$ cat src/rtl/align_seq_pkg.sv
package align_seq_pkg;

    typedef enum logic [2:0] {
        ST_IDLE = 3'd0,
        ST_REF  = 3'd1,
        ST_MEAS = 3'd2,
        ST_FINE = 3'd3,
        ST_LOCK = 3'd4
    } seq_state_e;

    localparam logic [1:0] PH_IDLE    = 2'd0;
    localparam logic [1:0] PH_COARSE  = 2'd1;
    localparam logic [1:0] PH_FINE    = 2'd2;
    localparam logic [1:0] PH_ALIGNED = 2'd3;

endpackage

$ cat src/rtl/align_seq_fsm.sv
module align_seq_fsm
    import align_seq_pkg::*;
#(
    parameter int FINE_CYCLES = 3
) (
    input  logic       clk,
    input  logic       rst_n,
    input  logic       sync_req,
    output seq_state_e state
);

    localparam int CNT_W = $clog2(FINE_CYCLES + 1);
    localparam logic [CNT_W-1:0] CNT_LAST = CNT_W'(FINE_CYCLES - 1);

    seq_state_e       state_q, state_d;
    logic [CNT_W-1:0] fine_cnt_q, fine_cnt_d;

    always_comb begin
        state_d    = state_q;
        fine_cnt_d = fine_cnt_q;
        if (!sync_req) begin
            state_d    = ST_IDLE;
            fine_cnt_d = '0;
        end else begin
            unique case (state_q)
                ST_IDLE: state_d = ST_REF;
                ST_REF:  state_d = ST_MEAS;
                ST_MEAS: begin
                    state_d    = ST_FINE;
                    fine_cnt_d = '0;
                end
                ST_FINE: begin
                    if (fine_cnt_q == CNT_LAST) begin
                        state_d = ST_LOCK;
                    end else begin
                        fine_cnt_d = fine_cnt_q + 1'b1;
                    end
                end
                ST_LOCK: state_d = ST_LOCK;
                default: state_d = ST_IDLE;
            endcase
        end
    end

    always_ff @(posedge clk or negedge rst_n) begin
        if (!rst_n) begin
            state_q    <= ST_IDLE;
            fine_cnt_q <= '0;
        end else begin
            state_q    <= state_d;
            fine_cnt_q <= fine_cnt_d;
        end
    end

    assign state = state_q;

    // the fine window never lasts longer than its budget of cycles
    a_r5_fine_budget: assert property (@(posedge clk) disable iff (!rst_n)
        (state_q == ST_FINE) |-> (fine_cnt_q <= CNT_LAST));

    // a low request always leads to idle on the next edge
    a_r7_abort_idle: assert property (@(posedge clk) disable iff (!rst_n)
        !sync_req |=> (state_q == ST_IDLE));

endmodule

$ cat src/rtl/align_seq_dec.sv
module align_seq_dec
    import align_seq_pkg::*;
(
    input  seq_state_e state,
    output logic       fb_route,
    output logic       coarse_route,
    output logic       meas_capture,
    output logic       fine_en,
    output logic [1:0] phase
);

    always_comb begin
        fb_route     = 1'b0;
        coarse_route = 1'b0;
        meas_capture = 1'b0;
        fine_en      = 1'b0;
        phase        = PH_IDLE;
        unique case (state)
            ST_IDLE: begin
                phase = PH_IDLE;
            end
            ST_REF: begin
                phase = PH_COARSE;
            end
            ST_MEAS: begin
                fb_route     = 1'b1;
                coarse_route = 1'b1;
                meas_capture = 1'b1;
                phase        = PH_COARSE;
            end
            ST_FINE: begin
                fb_route     = 1'b1;
                coarse_route = 1'b1;
                fine_en      = 1'b1;
                phase        = PH_FINE;
            end
            ST_LOCK: begin
                fb_route     = 1'b1;
                coarse_route = 1'b1;
                fine_en      = 1'b1;
                phase        = PH_ALIGNED;
            end
            default: begin
                phase = PH_IDLE;
            end
        endcase
    end

endmodule

$ cat src/rtl/clk_align_seq.sv
module clk_align_seq
    import align_seq_pkg::*;
#(
    parameter int FINE_CYCLES = 3
) (
    input  logic       clk,
    input  logic       rst_n,
    input  logic       sync_req,
    output logic       fb_route,
    output logic       coarse_route,
    output logic       meas_capture,
    output logic       fine_en,
    output logic [1:0] phase
);

    seq_state_e state;

    align_seq_fsm #(
        .FINE_CYCLES(FINE_CYCLES)
    ) u_fsm (
        .clk      (clk),
        .rst_n    (rst_n),
        .sync_req (sync_req),
        .state    (state)
    );

    align_seq_dec u_dec (
        .state        (state),
        .fb_route     (fb_route),
        .coarse_route (coarse_route),
        .meas_capture (meas_capture),
        .fine_en      (fine_en),
        .phase        (phase)
    );

    // a request seen in idle opens cycle 1 with the reference clock routed out
    a_r2_first_cycle: assert property (@(posedge clk) disable iff (!rst_n)
        (phase == PH_IDLE && sync_req) |=>
            (phase == PH_COARSE && !coarse_route && !meas_capture && !fine_en));

    // the capture strobe never lasts two cycles
    a_r4_single_pulse: assert property (@(posedge clk) disable iff (!rst_n)
        meas_capture |=> !meas_capture);

    // the capture is followed either by the fine window or by an abort
    a_r3_capture_then_fine: assert property (@(posedge clk) disable iff (!rst_n)
        (meas_capture && sync_req) |=> (fine_en && phase == PH_FINE));

    // the selectors hold still while the fine tuner is in control
    a_r5_sel_hold: assert property (@(posedge clk) disable iff (!rst_n)
        (fine_en && sync_req) |=> ($stable(fb_route) && $stable(coarse_route)));

    // the aligned state persists while the request stays high
    a_r6_lock_stays: assert property (@(posedge clk) disable iff (!rst_n)
        (phase == PH_ALIGNED && sync_req) |=> (phase == PH_ALIGNED && fine_en));

    // an abort releases the fine tuner on the next edge
    a_r7_release: assert property (@(posedge clk) disable iff (!rst_n)
        !sync_req |=> (!fine_en && !meas_capture && !fb_route && !coarse_route));

endmodule

$ cat config.mk
export PLATFORM = sky130hd
export DESIGN_NAME = clk_align_seq
export DESIGN_NICKNAME = d
export VERILOG_FILES = /design/src/rtl/align_seq_pkg.sv /design/src/rtl/align_seq_fsm.sv /design/src/rtl/align_seq_dec.sv /design/src/rtl/clk_align_seq.sv
export SDC_FILE = /design/constraint.sdc
export NUM_CORES = 1
export LEC_CHECK = 0
export BUFFER_PORTS_ARGS = -buffer_cell sky130_fd_sc_hd__buf_2
export CAP_MARGIN = 20
export CORE_AREA = 4 4 41 43
export DETAILED_ROUTE_END_ITERATION = 16
export DIE_AREA = 0 0 45 47
export SETUP_SLACK_MARGIN = 0.5
export SKIP_LAST_GASP = 1
export SYNTH_ARGS = -nofsm -noshare
export SYNTH_HDL_FRONTEND = slang
export SYNTH_SLANG_ARGS = --single-unit
$ cat constraint.sdc
create_clock -name clk -period 1.18 [get_ports clk]
set_input_delay 0.118 -clock clk [delete_from_list [all_inputs] [get_ports clk]]
set_output_delay 0.118 -clock clk [all_outputs]
set_load 0.005 [all_outputs]
---- Word level (Yosys, flattened, before mapping) ----
Cells that the tools add are included.
word-level totals
  output and inout port bits .............. 6
  register bits ........................... 5
  word-level logic and storage cells ...... 26
operators by class
  add/subtract/negate cells ............... 1
  equal/unequal tests ..................... 8
  multiplexer cells ....................... 10
  reductions and logical operators ........ 5
operators with widths
  kind                                                                     number
  3-bit one-hot mux with 5 select lines                                    1
  3-bit by 2-bit == test with 1-bit output, second input constant          2
  3-bit two-way mux                                                        2
  3-bit inequality test, second input constant                             2
  2-bit one-hot mux with 3 select lines                                    1
  2-bit two-way mux                                                        2
  2-bit one-hot mux with 2 select lines                                    1
  2-bit OR reduction                                                       2
  3-bit by 1-bit == test with 1-bit output, second input constant          1
  3-bit == test, second input constant                                     1
  3-bit logical NOT                                                        1
  1-bit two-way mux                                                        3
  3-bit by 1-bit inequality test with 1-bit output, second input constant  1
  3-bit OR reduction                                                       1
  2-bit by 1-bit adder with 2-bit output, second input constant            1
  2-bit == test, second input constant                                     1
  2-bit AND reduction                                                      1

---- Logic depth before layout (Yosys ltp) ----
  word-level depth ........................ 4
  depth in mapped cells ................... 5
  mapped depth without buffers ............ 5

---- Hierarchy ----
A second synthesis with hierarchy kept.
unflattened totals
  cells, all modules ...................... 36
  area, all modules ....................... 312.8 sq um
modules (own cells, without submodules)
  module         seq. area each (sq um)  cells each  instances  area an instance (sq um)
  align_seq_fsm  125.1                   26          1          252.7
  align_seq_dec  0.0                     10          1          60.1

---- Worst setup path before layout ----
OpenSTA, ideal clock, no wires.
  path kind ............................... flip-flop to flip-flop
  from .................................... register u_fsm.fine_cnt_q[0]
  to ...................................... register u_fsm.fine_cnt_q[1]
  data required time ...................... 1.111 ns
  stages on the path, launching flop included .. 5
  path slack .............................. -0.078 ns
  data arrival time ....................... 1.190 ns
  clock period less this slack ............ 1.258 ns
  buffers on the path ..................... 0
  cell sequence ........................... dfrtp_1 inv_1 ha_1 or4_1 nand3_1
between the ends
  cells in the longest elaborated chain, start to end .. 4
  elaborated cells on any way between the ends .. 7
  classes of those cells .................. add/sub (1); eq/ne (2); mux (3); reduce/logical (1)
ends and longest elaborated chain
  item                                    RTL line             source
  start: declaration                      align_seq_fsm.sv:16  logic [CNT_W-1:0] fine_cnt_q, fine_cnt_d;
  start signal: assignment                align_seq_fsm.sv:51  fine_cnt_q <= fine_cnt_d;
  2-bit by 1-bit adder with 2-bit output  align_seq_fsm.sv:36  fine_cnt_d = fine_cnt_q + 1'b1;
  2-bit two-way mux                       align_seq_fsm.sv:33  if (fine_cnt_q == CNT_LAST) begin
  2-bit one-hot mux with 2 select lines   align_seq_fsm.sv:25  unique case (state_q)
  2-bit two-way mux                       align_seq_fsm.sv:21  if (!sync_req) begin
Several ways; a longest one is shown, not always the timed one. The select of a mux whose other input is x is not followed.
A chain may end at the register's enable or synchronous reset.

---- Final worst setup path ----
  from .................................... register u_fsm.state_q[2] (netlist: u_fsm.state[2])
  to ...................................... output coarse_route
between the ends
  cells in the longest elaborated chain, start to end .. 3
  elaborated cells on any way between the ends .. 5
  classes of those cells .................. eq/ne (3); mux (1); reduce/logical (1)
ends and longest elaborated chain
  item                                                                       RTL line             source
  start: declaration                                                         align_seq_fsm.sv:15  seq_state_e state_q, state_d;
  start signal: assignment                                                   align_seq_fsm.sv:50  state_q <= state_d;
  3-bit by 2-bit == test with 1-bit output or 3-bit == test (tied branches)  align_seq_dec.sv:18  unique case (state)
  3-bit OR reduction (no source line) (*)                                    -
  1-bit two-way mux (*)                                                      align_seq_dec.sv:18
  end: declaration                                                           clk_align_seq.sv:10  output logic coarse_route,
Every way passes the cells marked *; elsewhere a longest branch is shown, timed or not.

==> flow_summary_export.csv <==
group,metric,value,unit
sta,slew_headroom,91.8,%
power,p_per_area,952,mW/mm²
die,die_area,0.00212,mm²
worst_setup_path,rr_worst_depth,4,
power,p_leak,0.000291,µW
final_layout,area_growth,60.6,%
final_layout,nFillCells,135,
detailed_routing,wire_per_inst,11.0,µm
synthesis,yosysSeqAreaShare,35.8,%
final_layout,drive_gt1_share,59.7,%
worst_setup_path,critPathKind,"flop to primary output",
die,pin_count,9,
detailed_routing,vias,353,
detailed_routing,initialDrtViolationCount,4,
sta,fin_skew,3.92,ps
global_routing,grtUsageTotal,9.60,%
worst_setup_path,rrSetupSlack,-180,ps
final_layout,final_cell_mix,"buf_4, buf_2",
worst_setup_path,slowest_stage,"or3b_4",
final_layout,postLayoutCoreUtil,43.1,%
detailed_routing,firstDrtPassIters,4,
sta,tightest_slew,122,ps
worst_setup_path,path_cells,"or3b_4 -> nand2_2 -> buf_2",
synthesis,syn_inst,38,
synthesis,synth_area_per_cell,9.19,µm²
die,die_x,45,µm
clock_network,cts_tree,"done",
clock_network,h-tree-depth,1,
worst_setup_path,cp_data_arrival_time,1250,ps
synthesis,synth_area,349,µm²
clock_network,clk_pin_slew,50,ps
worst_setup_path,crit_end,"coarse_route",
job,drv_cap,0,
sta,layout_min_cycle_time,1370,ps
worst_setup_path,critPathLaunch,"u_fsm.state[2]$_DFFE_PN0P_",
worst_setup_path,max_stage_delay,440,ps
outcome,violations,"negative setup slack",
final_layout,final_common_cell,"buf_4",
detailed_routing,drtAntennaViolNets,0,
placement,place_hpwl,594,µm
die,initial_core_util,26.8,%
clock_network,cts_root_buffer,"clkbuf_4",
detailed_routing,drcViolationCount,0,
worst_setup_path,cp_num_cells,3,
die,core_area,0.00130,mm²
die,rows,13,
global_routing,grt_pass1_wl,1.39,mm
sta,hold_viol_final,0,
placement,gp_congestion,0.795,
worst_setup_path,crit_buf_inv,1,
sta,drv_slew,0,
worst_setup_path,cp.required,1060,ps
detailed_routing,via_per_inst,4.58,
synthesis,synth_nets,42,
worst_setup_path,setup.worst_path.start_class,"flop",
global_routing,grt_max_degree,8,
sta,post-route-period-util,116,%
final_layout,insertedDiodeCount,0,
detailed_routing,totalWireLength,849,µm
global_routing,first_global_vias,331,
global_routing,antenna_found_initial,0,
sta,setup_slack,-190,ps
worst_setup_path,crit_path_max_fanout,4,
global_routing,grt-ovfl-total,0,
worst_setup_path,crit_family,"simple AND/OR/NAND/NOR gates",
clock_network,cts_buffer_depth,2,
final_layout,nNetsFinal,67,
placement,io_buffers,8,
sta,setup_viol,8,
synthesis,synth_cell_type_count,21,
sta,fmax,730,MHz
clock_network,clock_latency,250,ps
clock_network,cts_sinks,5,
clock_network,cts_buffers,3,
worst_setup_path,r2r-end,"u_fsm.fine_cnt_q[0]$_DFFE_PN0P_",
synthesis,yosysWarningCount,0,
synthesis,ys_ff_latch,5,
worst_hold_path,hold_path.class,"input pin to flop",
outcome,outcome,"complete, but fails checks",
placement,place_ws,-54.9,ps
worst_setup_path,endpoint_kind,"primary output",
die,die_h,47,µm
sta,rsz0062_at_grt,"true",
power,ir_drop,0.486,mV
worst_setup_path,worst_r2r_startpoint,"u_fsm.state[2]$_DFFE_PN0P_",
worst min-delay path by stage:
stage | depth (start not counted) | start | endpoint
finish | 3 | sync_req | u_fsm.fine_cnt_q[0]$_DFFE_PN0P_
floorplan | 0 | rst_n | u_fsm.fine_cnt_q[0]$_DFFE_PN0P_
CTS | 3 | sync_req | u_fsm.fine_cnt_q[0]$_DFFE_PN0P_
detailed placement | 1 | rst_n | u_fsm.state[2]$_DFFE_PN0P_
global route | 3 | sync_req | u_fsm.fine_cnt_q[0]$_DFFE_PN0P_
global placement | 1 | rst_n | u_fsm.state[2]$_DFFE_PN0P_
per-layer routing:
metal / wire, µm / global-route usage, % / vias to the layer above
met2: 355 / 14.1 / 14
met4: 22 / 7.02 / 0
met5: 0 / 0 / -
met1: 397 / 11.3 / 156
li1: - / - / 180
met3: 74 / 3.83 / 3
timing repair:
item	in CTS	in global routing
resized for setup	7	1
endpoints found under the setup margin	11	11
endpoints found under the hold margin	5	0
gates cloned	0	0
pin swaps	7	4
hold buffers	1	0
setup buffers	4	0
kinds of logic after synthesis:
| kind of cell | Yosys count | synth area share [%] |
|---|---|---|
| AND/OR/NAND/NOR | 21 | 39.1 |
| AO/OA/AOI/OAI | 6 | 9.32 |
| flip-flops | 5 | 35.8 |
| buffers and inverters | 4 | 9.68 |
| XOR/XNOR | 1 | 2.51 |
| adder cells (fa/ha/maj) | 1 | 3.58 |
state kept, by name (all words and copies together), names as in the netlist:
name and count:
u_fsm.fine_cnt_q 2, u_fsm.state 3
power by group:
group / internal (µW) / switching [µW] / leakage [µW]
registers: 181 / 5.53 / 0.0000643
clock network: 129 / 83.7 / 0.0000150
logic: 72.5 / 62.2 / 0.000212
total: 382 / 151 / 0.000291
synth_stat cells (all sizes together):
cell / instances / area [µm²]
dfrtp: 5 / 125
or4b: 1 / 10.0
ha: 1 / 12.5
nand2: 6 / 22.5
a21boi: 1 / 7.51
nand3b: 1 / 20.0
inv: 1 / 3.75
nand2b: 3 / 26.3
xnor2: 1 / 8.76
or4: 1 / 7.51
o21ai: 3 / 15.0
a21oi: 2 / 10.0
nand3: 3 / 15.0
buf: 3 / 30.0
nor2: 3 / 11.3
nand4b: 1 / 8.76
or3b: 1 / 8.76
nand4: 1 / 6.26
tightest hold or removal path, stage by stage:
cell	delay [ps]
buf_2	140
nand2_1	70
o21ai_1	50
per-stage QoR:
stage                     hold slack (ps)  cell area (µm²)  setup TNS (ps)  total power (µW)  instances
after floorplan                      -178              364           -93.6               260         38
after global placement              -53.1              468            -129               304         68
after detailed placement            -54.2              468            -146               304         68
after CTS                             167              558           -1290               538         77
after global routing                  185              561           -1740               570         77
final                                 169              561           -1250               534         77
cell type report:
class,instances,area (µm²),share of cell area (%)
multi-input combinational,29,218,38.8
timing repair buffer,23,166,29.7
sequential,5,128,22.8
clock buffer,4,26.3,4.69
tap,15,18.8,3.35
inverter,1,3.75,0.670
No activity file was read; power rests on OpenSTA's default activity.
